==> config.mk <==
export PLATFORM = sky130hd
export DESIGN_NAME = ivdiv_front
export DESIGN_NICKNAME = d
export VERILOG_FILES = /design/src/rtl/ivdiv_pkg.sv /design/src/rtl/ivdiv_classify.sv /design/src/rtl/ivdiv_route.sv /design/src/rtl/ivdiv_stage.sv /design/src/rtl/ivdiv_front.sv
export SDC_FILE = /design/constraint.sdc
export NUM_CORES = 1
export LEC_CHECK = 0
export BUFFER_PORTS_ARGS = -buffer_cell sky130_fd_sc_hd__buf_2
export CELL_PAD_IN_SITES_DETAIL_PLACEMENT = 0
export CELL_PAD_IN_SITES_GLOBAL_PLACEMENT = 2
export CORE_MARGIN = 1.5
export CORE_UTILIZATION = 26
export DETAILED_ROUTE_END_ITERATION = 10
export GPL_TIMING_DRIVEN = 0
export PLACE_DENSITY = 0.84
export SLEW_MARGIN = 20
export SYNTH_ARGS = -nofsm -noshare
export SYNTH_HDL_FRONTEND = slang
export SYNTH_SLANG_ARGS = --single-unit
export TNS_END_PERCENT = 50
==> constraint.sdc <==
create_clock -name clk -period 3.3 [get_ports clk]
set_clock_uncertainty 0.05 [all_clocks]
set_input_delay 0.66 -clock clk [delete_from_list [all_inputs] [get_ports clk]]
set_output_delay 0.66 -clock clk [all_outputs]
set_load 0.005 [all_outputs]
==> src/rtl/ivdiv_pkg.sv <==
package ivdiv_pkg;

    typedef enum logic [1:0] {
        EXC_ZERO = 2'b00,
        EXC_NORM = 2'b01,
        EXC_INF  = 2'b10,
        EXC_NAN  = 2'b11
    } exc_e;

    typedef enum logic [1:0] {
        FRC_NONE = 2'b00,
        FRC_PINF = 2'b01,
        FRC_NINF = 2'b10,
        FRC_NAN  = 2'b11
    } force_e;

    typedef enum logic {
        RND_DOWN = 1'b0,
        RND_UP   = 1'b1
    } rnd_e;

    // sign class of the dividend interval
    typedef enum logic [1:0] {
        ACL_NONNEG = 2'd0,
        ACL_MIXED  = 2'd1,
        ACL_NEG    = 2'd2
    } acls_e;

    // position of the divisor interval relative to zero
    typedef enum logic [2:0] {
        BCL_POS    = 3'd0,
        BCL_NEG    = 3'd1,
        BCL_ZERO   = 3'd2,
        BCL_LEFT0  = 3'd3,
        BCL_RIGHT0 = 3'd4,
        BCL_SPAN   = 3'd5
    } bcls_e;

    typedef struct packed {
        logic   num_hi;
        logic   den_hi;
        force_e frc;
    } lane_t;

    typedef struct packed {
        lane_t dn;
        lane_t up;
        logic  split;
    } plan_t;

    function automatic logic ep_zero(logic [1:0] exc);
        return exc == EXC_ZERO;
    endfunction

    function automatic logic ep_neg(logic [1:0] exc, logic sgn);
        return (exc != EXC_ZERO) && sgn;
    endfunction

    function automatic lane_t take(logic nh, logic dh);
        lane_t l;
        l.num_hi = nh;
        l.den_hi = dh;
        l.frc    = FRC_NONE;
        return l;
    endfunction

    function automatic lane_t pin(force_e f);
        lane_t l;
        l.num_hi = 1'b0;
        l.den_hi = 1'b0;
        l.frc    = f;
        return l;
    endfunction

    function automatic plan_t decide(acls_e a, bcls_e b);
        plan_t p;
        p.split = 1'b0;
        p.dn    = take(1'b0, 1'b0);
        p.up    = take(1'b0, 1'b0);
        case (b)
            BCL_POS: begin
                case (a)
                    ACL_NONNEG: begin p.dn = take(1'b0, 1'b1); p.up = take(1'b1, 1'b0); end
                    ACL_MIXED:  begin p.dn = take(1'b0, 1'b0); p.up = take(1'b1, 1'b0); end
                    default:    begin p.dn = take(1'b0, 1'b0); p.up = take(1'b1, 1'b1); end
                endcase
            end
            BCL_NEG: begin
                case (a)
                    ACL_NONNEG: begin p.dn = take(1'b1, 1'b1); p.up = take(1'b0, 1'b0); end
                    ACL_MIXED:  begin p.dn = take(1'b1, 1'b1); p.up = take(1'b0, 1'b1); end
                    default:    begin p.dn = take(1'b1, 1'b0); p.up = take(1'b0, 1'b1); end
                endcase
            end
            BCL_ZERO: begin
                if (a == ACL_MIXED) begin
                    p.dn = pin(FRC_NINF); p.up = pin(FRC_PINF);
                end else begin
                    p.dn = pin(FRC_NAN);  p.up = pin(FRC_NAN);
                end
            end
            BCL_LEFT0: begin
                case (a)
                    ACL_NONNEG: begin p.dn = pin(FRC_NINF);     p.up = take(1'b0, 1'b0); end
                    ACL_MIXED:  begin p.dn = pin(FRC_NINF);     p.up = pin(FRC_PINF);    end
                    default:    begin p.dn = take(1'b1, 1'b0);  p.up = pin(FRC_PINF);    end
                endcase
            end
            BCL_RIGHT0: begin
                case (a)
                    ACL_NONNEG: begin p.dn = take(1'b0, 1'b1);  p.up = pin(FRC_PINF);    end
                    ACL_MIXED:  begin p.dn = pin(FRC_NINF);     p.up = pin(FRC_PINF);    end
                    default:    begin p.dn = pin(FRC_NINF);     p.up = take(1'b1, 1'b1); end
                endcase
            end
            default: begin
                case (a)
                    ACL_NONNEG: begin p.dn = take(1'b0, 1'b1); p.up = take(1'b0, 1'b0); p.split = 1'b1; end
                    ACL_MIXED:  begin p.dn = pin(FRC_NINF);    p.up = pin(FRC_PINF);                     end
                    default:    begin p.dn = take(1'b1, 1'b0); p.up = take(1'b1, 1'b1); p.split = 1'b1; end
                endcase
            end
        endcase
        return p;
    endfunction

endpackage

==> src/rtl/ivdiv_classify.sv <==
module ivdiv_classify
    import ivdiv_pkg::*;
(
    input  logic [3:0][2:0] tags,   // {exc, sign} of a_lo, a_hi, b_lo, b_hi at index 0..3
    output acls_e           a_cls,
    output bcls_e           b_cls
);
    logic [3:0] zro;
    logic [3:0] neg;

    for (genvar g = 0; g < 4; g++) begin : g_ep
        assign zro[g] = ep_zero(tags[g][2:1]);
        assign neg[g] = ep_neg(tags[g][2:1], tags[g][0]);
    end

    always_comb begin
        if (!neg[0])      a_cls = ACL_NONNEG;
        else if (!neg[1]) a_cls = ACL_MIXED;
        else              a_cls = ACL_NEG;
    end

    always_comb begin
        if (!zro[2] && !neg[2])  b_cls = BCL_POS;
        else if (neg[3])         b_cls = BCL_NEG;
        else if (zro[2] && zro[3]) b_cls = BCL_ZERO;
        else if (zro[3])         b_cls = BCL_LEFT0;
        else if (zro[2])         b_cls = BCL_RIGHT0;
        else                     b_cls = BCL_SPAN;
    end
endmodule

==> src/rtl/ivdiv_route.sv <==
module ivdiv_route
    import ivdiv_pkg::*;
#(
    parameter int W = 34
) (
    input  plan_t        plan,
    input  logic [W-1:0] a_lo,
    input  logic [W-1:0] a_hi,
    input  logic [W-1:0] b_lo,
    input  logic [W-1:0] b_hi,
    output logic [W-1:0] dn_num,
    output logic [W-1:0] dn_den,
    output logic [W-1:0] up_num,
    output logic [W-1:0] up_den
);
    lane_t        lane  [2];
    logic [W-1:0] num_w [2];
    logic [W-1:0] den_w [2];

    assign lane[0] = plan.dn;
    assign lane[1] = plan.up;

    for (genvar g = 0; g < 2; g++) begin : g_lane
        logic held;
        assign held     = lane[g].frc != FRC_NONE;
        assign num_w[g] = held ? '0 : (lane[g].num_hi ? a_hi : a_lo);
        assign den_w[g] = held ? '0 : (lane[g].den_hi ? b_hi : b_lo);
    end

    assign dn_num = num_w[0];
    assign dn_den = den_w[0];
    assign up_num = num_w[1];
    assign up_den = den_w[1];
endmodule

==> src/rtl/ivdiv_stage.sv <==
module ivdiv_stage #(
    parameter int BW      = 8,
    parameter bit REG_OUT = 1'b1
) (
    input  logic          clk,
    input  logic          rst,
    input  logic [BW-1:0] d,
    output logic [BW-1:0] q
);
    if (REG_OUT) begin : g_reg
        always_ff @(posedge clk) begin
            if (rst) q <= '0;
            else     q <= d;
        end
    end else begin : g_wire
        assign q = d;
    end
endmodule

==> src/rtl/ivdiv_front.sv <==
module ivdiv_front
    import ivdiv_pkg::*;
#(
    parameter int  EXP_W   = 8,
    parameter int  FRAC_W  = 23,
    parameter bit  REG_OUT = 1'b1,
    localparam int W       = EXP_W + FRAC_W + 3
) (
    input  logic         clk,
    input  logic         rst,
    input  logic [W-1:0] a_lo,
    input  logic [W-1:0] a_hi,
    input  logic [W-1:0] b_lo,
    input  logic [W-1:0] b_hi,
    output logic [W-1:0] dn_num,
    output logic [W-1:0] dn_den,
    output logic         dn_rnd,
    output logic [1:0]   dn_force,
    output logic [W-1:0] up_num,
    output logic [W-1:0] up_den,
    output logic         up_rnd,
    output logic [1:0]   up_force,
    output logic         split_out
);
    localparam int TAG_LSB = W - 3;
    localparam int BW      = 4 * W + 5;

    logic [3:0][2:0] tags;
    acls_e           a_cls;
    bcls_e           b_cls;
    plan_t           plan;
    logic [W-1:0]    c_dn_num, c_dn_den, c_up_num, c_up_den;
    logic [BW-1:0]   bus_d, bus_q;

    assign tags[0] = a_lo[W-1:TAG_LSB];
    assign tags[1] = a_hi[W-1:TAG_LSB];
    assign tags[2] = b_lo[W-1:TAG_LSB];
    assign tags[3] = b_hi[W-1:TAG_LSB];

    ivdiv_classify u_cls (
        .tags  (tags),
        .a_cls (a_cls),
        .b_cls (b_cls)
    );

    assign plan = decide(a_cls, b_cls);

    ivdiv_route #(.W(W)) u_route (
        .plan   (plan),
        .a_lo   (a_lo),
        .a_hi   (a_hi),
        .b_lo   (b_lo),
        .b_hi   (b_hi),
        .dn_num (c_dn_num),
        .dn_den (c_dn_den),
        .up_num (c_up_num),
        .up_den (c_up_den)
    );

    assign bus_d = {c_dn_num, c_dn_den, c_up_num, c_up_den,
                    plan.dn.frc, plan.up.frc, plan.split};

    ivdiv_stage #(.BW(BW), .REG_OUT(REG_OUT)) u_stage (
        .clk (clk),
        .rst (rst),
        .d   (bus_d),
        .q   (bus_q)
    );

    assign {dn_num, dn_den, up_num, up_den, dn_force, up_force, split_out} = bus_q;
    assign dn_rnd = RND_DOWN;
    assign up_rnd = RND_UP;
endmodule

==> results of run 1 <==
report_power, final:
part           internal [mW]  total (mW)  switching, mW
sequential              1.83        1.87         0.0353
combinational          0.298       0.767          0.468
clock                   1.30        2.10          0.803
total                   3.43        4.73           1.31
path summary, 6_finish.rpt:
check | start | depth (start not counted) | to
min | rst | 2 | u_stage.q[4]
max | a_lo[32] | 8 | u_stage.q[88]
metal layers:
| layer | vias to the layer above | global-route usage | routed length, um |
|---|---|---|---|
| li1 | 2856 | - | - |
| met1 | 2743 | 0.240 | 9690 |
| met2 | 251 | 0.332 | 10300 |
| met3 | 14 | 0.0648 | 2000 |
| met4 | 0 | 0.0515 | 248 |
| met5 | - | 0 | 0 |
cell usage in the layout, fill, tap and decap left out:
| cell | instances |
|---|---|
| buf_2 | 293 |
| dfxtp_1 | 140 |
| a21oi_1 | 107 |
| o21ai_0 | 70 |
| nand2_1 | 70 |
| nand3_1 | 69 |
| clkbuf_1 | 41 |
| inv_1 | 34 |
| nor3_1 | 34 |
| a211oi_2 | 30 |
| clkbuf_16 | 17 |
| nor2_1 | 4 |
| buf_6 | 4 |
| bufinv_16 | 4 |
| clkinvlp_4 | 4 |
| inv_6 | 4 |
| o21ai_2 | 3 |
| o21a_1 | 3 |
| a211oi_1 | 3 |
| buf_4 | 3 |
| o21ba_2 | 2 |
| o211ai_1 | 2 |
| nand4b_1 | 2 |
| a31oi_1 | 2 |
| conb_1 | 2 |
| o21bai_1 | 1 |
| a21o_1 | 1 |
| nor4_1 | 1 |
| a41oi_2 | 1 |
| o31a_1 | 1 |
| or2_1 | 1 |
| a22oi_1 | 1 |
| o21ai_1 | 1 |
| a22o_1 | 1 |
| or3_1 | 1 |
| a31oi_2 | 1 |
| a31o_2 | 1 |
| nor3b_1 | 1 |
| clkbuf_8 | 1 |
kinds of logic after synthesis:
logic type,after synthesis,synth area share
other,2,0.00136
DFF,140,0.507
buffers and inverters,95,0.0754
and+or+nand+nor,183,0.151
AOI/OAI and AO/OA,231,0.265
per-stage QoR:
stage	worst slack, ps	total power [mW]
global placement	385	2.68
floorplan	1330	2.28
global route	768	4.94
detailed placement	415	2.68
finish	884	4.73
CTS	847	4.79
area by class of cell:
class                      instances  area (um2)
fill                            2258       13100
clock buffer                      20         447
inverter                          34         128
clock inverter                    12         185
tap                              275         344
multi-input combinational        416        2310
buffer                            61         289
timing repair buffer             278        1390
sequential                       140        2800
worst max-delay path, cell delays in order:
cell and delay, ps:
buf_2 140, o21a_1 210, buf_2 200, a41oi_2 220
nand4b_1 430, buf_2 380, buf_2 240, a21oi_1 200
==> flow_summary.ini, run 1 <==
[placed_design]
port_buffers = 278
placed_area_um2 = 7260
place_inst = 1204
hpwl_mm = 16.5
gp_congestion = 0.800

[global_route]
antenna_found_initial = 0
gr-total-overflow = 0
grt_max_degree = 17
grt_use_total = 0.196
first_global_vias = 5676
grt_pass1_wl_mm = 32.9

[routing]
vias_per_cell = 4.74
dr.first_iter.drc_count = 232
firstDrtPassIters = 8
routedWlPerCell_um = 18.0
ant_nets = 0
wl_mm = 22.2
vias = 5864
drc = 0

[clock_tree]
cts_root_buf = clkbuf_16
cts.sinks = 140
ctsHoldBuffers = 0
clk_path_buf_depth = 2
postCtsSetupRepairBufs = 0
ctsResizeCount = 0
cts_buffers = 17
cts.htree.levels = 4
path_clk_slew_ps = 60
cts_tree = yes

[logic_synthesis]
async_flop_share = 0
synth_top_area_frac = 0.507
synth_area_um2 = 5530
ys.warnings.count = 0
synth_edf_count = 0
synth.distinct_cells = 34
synth.largest_area_cell = dfxtp_1
synth_area_leaders = dfxtp_1 51%, a21oi_1 9.7%, a211oi_2 6.8%
netlist_instances = 651
yosysSeqAreaShare = 0.507
synth_commonest_cells = 140 x dfxtp_1, 107 x a21oi_1, 70 x nand2_1, 70 x o21ai_0, 69 x nand3_1
synthesis.nets = 789
synth.avg_cell_area_um2 = 8.49
ys_seq_elements = 140
synth.most_common_cell = dfxtp_1
synthFlopType = dfxtp_1

[setup_path]
required_ps = 3580
start_kind = primary input
cp-end-kind = register
path_max_fanout = 10
arrival_ps = 2700
crit_type = primary input to register

[timing]
fmax_ghz = 0.414
hold_violations = 0
rsz0062_at_grt = no
worst_pin_slew_ps = 805
fin_crit_ps = 2420
drv_slew = 0
relSlewSlack = 0.463
setup_violations = 0
min_period_over_period = 0.732
hold_slack_ps = 408
timing.setup.tns_ps = 0

[floorplan]
ioPinCount = 281
initial_core_util = 0.264
core_area_um2 = 21000
die_area_um2 = 22100
die_h_um = 149
rows = 53
die_x_um = 149

[finish]
finalInstanceArea_um2 = 7890
drive_above_1_share = 0.383
area_growth_pct = 42.8
largest_reg_flops = 140
n_antenna_cell = 0
reg_top3 = u_stage.q (140)
fin_util = 0.377
fin_nets = 1086
final_cells = 1236
regMostFlops = u_stage.q

[pwr]
p_leak_nw = 3.68
p_per_area_nw_per_um2 = 600
ir_drop_uv = 314

[job]
cap_violations = 0

[status]
status = finished clean

[min_path]
hp-class = primary input to register
Note: power is estimated with default switching activity, not from simulation.
==> run 2, diff against run 1 <==
CORE_UTILIZATION = 24   (was 26)
PLACE_DENSITY = 0.78   (was 0.84)
clock period = 2.4 ns   (was 3.3 ns; I/O delays follow)
==> run 2 against run 1 <==
Sequential share of layout area hardly changed. Die area grew 8.2%. Critical path depth is the same. Wire length grew 4.7%. Combinational power increased by 40%. Cell count grew 0.73%. Highest routed layer is now met5.
==> flow_summary.ini, run 2 (same netlist as run 1, synthesis figures left out) <==
[status]
status = finished clean

[routing]
wl_met1_mm = 10.2
firstDrtPassIters = 5
vias_per_cell = 4.75
vias = 5914
top_layer_used = met5
dr.first_iter.drc_count = 210
wl_mm = 23.3
ant_nets = 0
routedWlPerCell_um = 18.7
wl_met2_mm = 10.5
wl_met3_mm = 2.21
drc = 0

[timing]
relSlewSlack = 0.501
rsz0062_at_grt = no
hold_slack_ps = 243
worst_pin_slew_ps = 743
fin_crit_ps = 2290
timing.setup.tns_ps = 0
min_period_over_period = 0.955
drv_slew = 0
hold_violations = 0
setup_violations = 0
fmax_ghz = 0.437

[placed_design]
placed_area_um2 = 7270
gp_congestion = 0.813
place_inst = 1214
hpwl_mm = 17.3
port_buffers = 278

[clock_tree]
cts_buffers = 17
cts_tree = yes
path_clk_slew_ps = 60
cts.sinks = 140
ctsHoldBuffers = 0
ctsResizeCount = 0
clk_path_buf_depth = 2
cts.htree.levels = 4
postCtsSetupRepairBufs = 0
cts_root_buf = clkbuf_16

[floorplan]
initial_core_util = 0.244
die_x_um = 155
core_area_um2 = 22600
rows = 55
die_h_um = 155
die_area_um2 = 23900
ioPinCount = 281

[setup_path]
worst_setup_path_startpoint = a_lo[32]
cpPeakStageDelay_ps = 470
path_max_fanout = 10
crit_type = primary input to register
crit_top_cell = buf_2
arrival_ps = 2580
start_kind = primary input
required_ps = 2680
cp_slowest_cell = nand4b_1
cp_cell_sequence = buf_2 -> o21a_1 -> buf_2 -> a41oi_2 -> nand4b_1 -> buf_2 -> buf_2 -> a21oi_1
cp-end-kind = register

[min_path]
min_path_cells = 2
min_to = u_stage.q[4]
hold_start = rst
hp-class = primary input to register

[pwr]
ir_drop_uv = 390
p_leak_nw = 3.67
p_per_area_nw_per_um2 = 813

[finish]
final_cells = 1245
drive_above_1_share = 0.385
n_antenna_cell = 0
largest_reg_flops = 140
fin_nets = 1086
finalInstanceArea_um2 = 7890
final_cell_mix = 293 x buf_2, 140 x dfxtp_1, 107 x a21oi_1
area_growth_pct = 42.8
regMostFlops = u_stage.q
mostFrequentLayoutCell = buf_2
reg_top3 = u_stage.q (140)

[job]
cap_violations = 0

[global_route]
grt_max_degree = 17
grt_use_total = 0.192
antenna_found_initial = 2
gr-total-overflow = 0
first_global_vias = 5764
grt_pass1_wl_mm = 34.8
==> run 2: changes by cell type in the layout (fill, tap and decap cells not counted) <==
cell	before	now
a22oi_1	1	0
a22oi_2	0	1
bufinv_16	4	3
clkbuf_1	41	40
clkinv_4	0	2
inv_6	4	3
nor4_1	1	0
nor4_2	0	1
==> run 2: power by group <==
part,leakage [nW],internal (mW),switching (mW)
sequential,1.16,2.52,0.0470
combinational,2.23,0.411,0.659
clock,0.283,1.67,1.10
total,3.67,4.60,1.81
==> run 2: worst max-delay path: cells and delay by family <==
family,cells,cell delay (ps)
AO/OA/AOI/OAI,3,600
buffers and inverters,4,1000
AND/OR/NAND/NOR,1,470
==> run 2: metrics by stage <==
stage                util  total power, mW  worst slack, ps
floorplan               -             3.13              605
global placement    0.321             3.70             -382
detailed placement  0.321             3.69             -371
CTS                 0.348             6.51             72.9
global route        0.349             6.72             34.1
finish              0.349             6.41              109
==> run 2: cell type report <==
type / count / area, um2
Clock inverter: 12 / 164
Multi-Input combinational cell: 416 / 2320
Tap cell: 285 / 357
Clock buffer: 19 / 443
Fill cell: 2474 / 14700
Inverter: 34 / 128
Timing Repair Buffer: 278 / 1390
Buffer: 61 / 289
Sequential cell: 140 / 2800
==> run 2: worst max path at each step <==
stage | to | slack [ps] | cells after the start
2_1_floorplan | u_stage.q[104] | 610 | 6
3_3_place_gp | u_stage.q[102] | -380 | 7
3_5_place_dp | u_stage.q[104] | -370 | 7
4_1_cts | u_stage.q[104] | 70 | 7
5_1_grt | u_stage.q[98] | 30 | 8
6_report | u_stage.q[104] | 110 | 8
==> run 2: per-layer routing <==
metal | global-route usage | vias to the layer above
li1 | - | 2856
met1 | 0.237 | 2752
met2 | 0.311 | 280
met3 | 0.0759 | 22
met4 | 0.0476 | 4
met5 | 0 | -
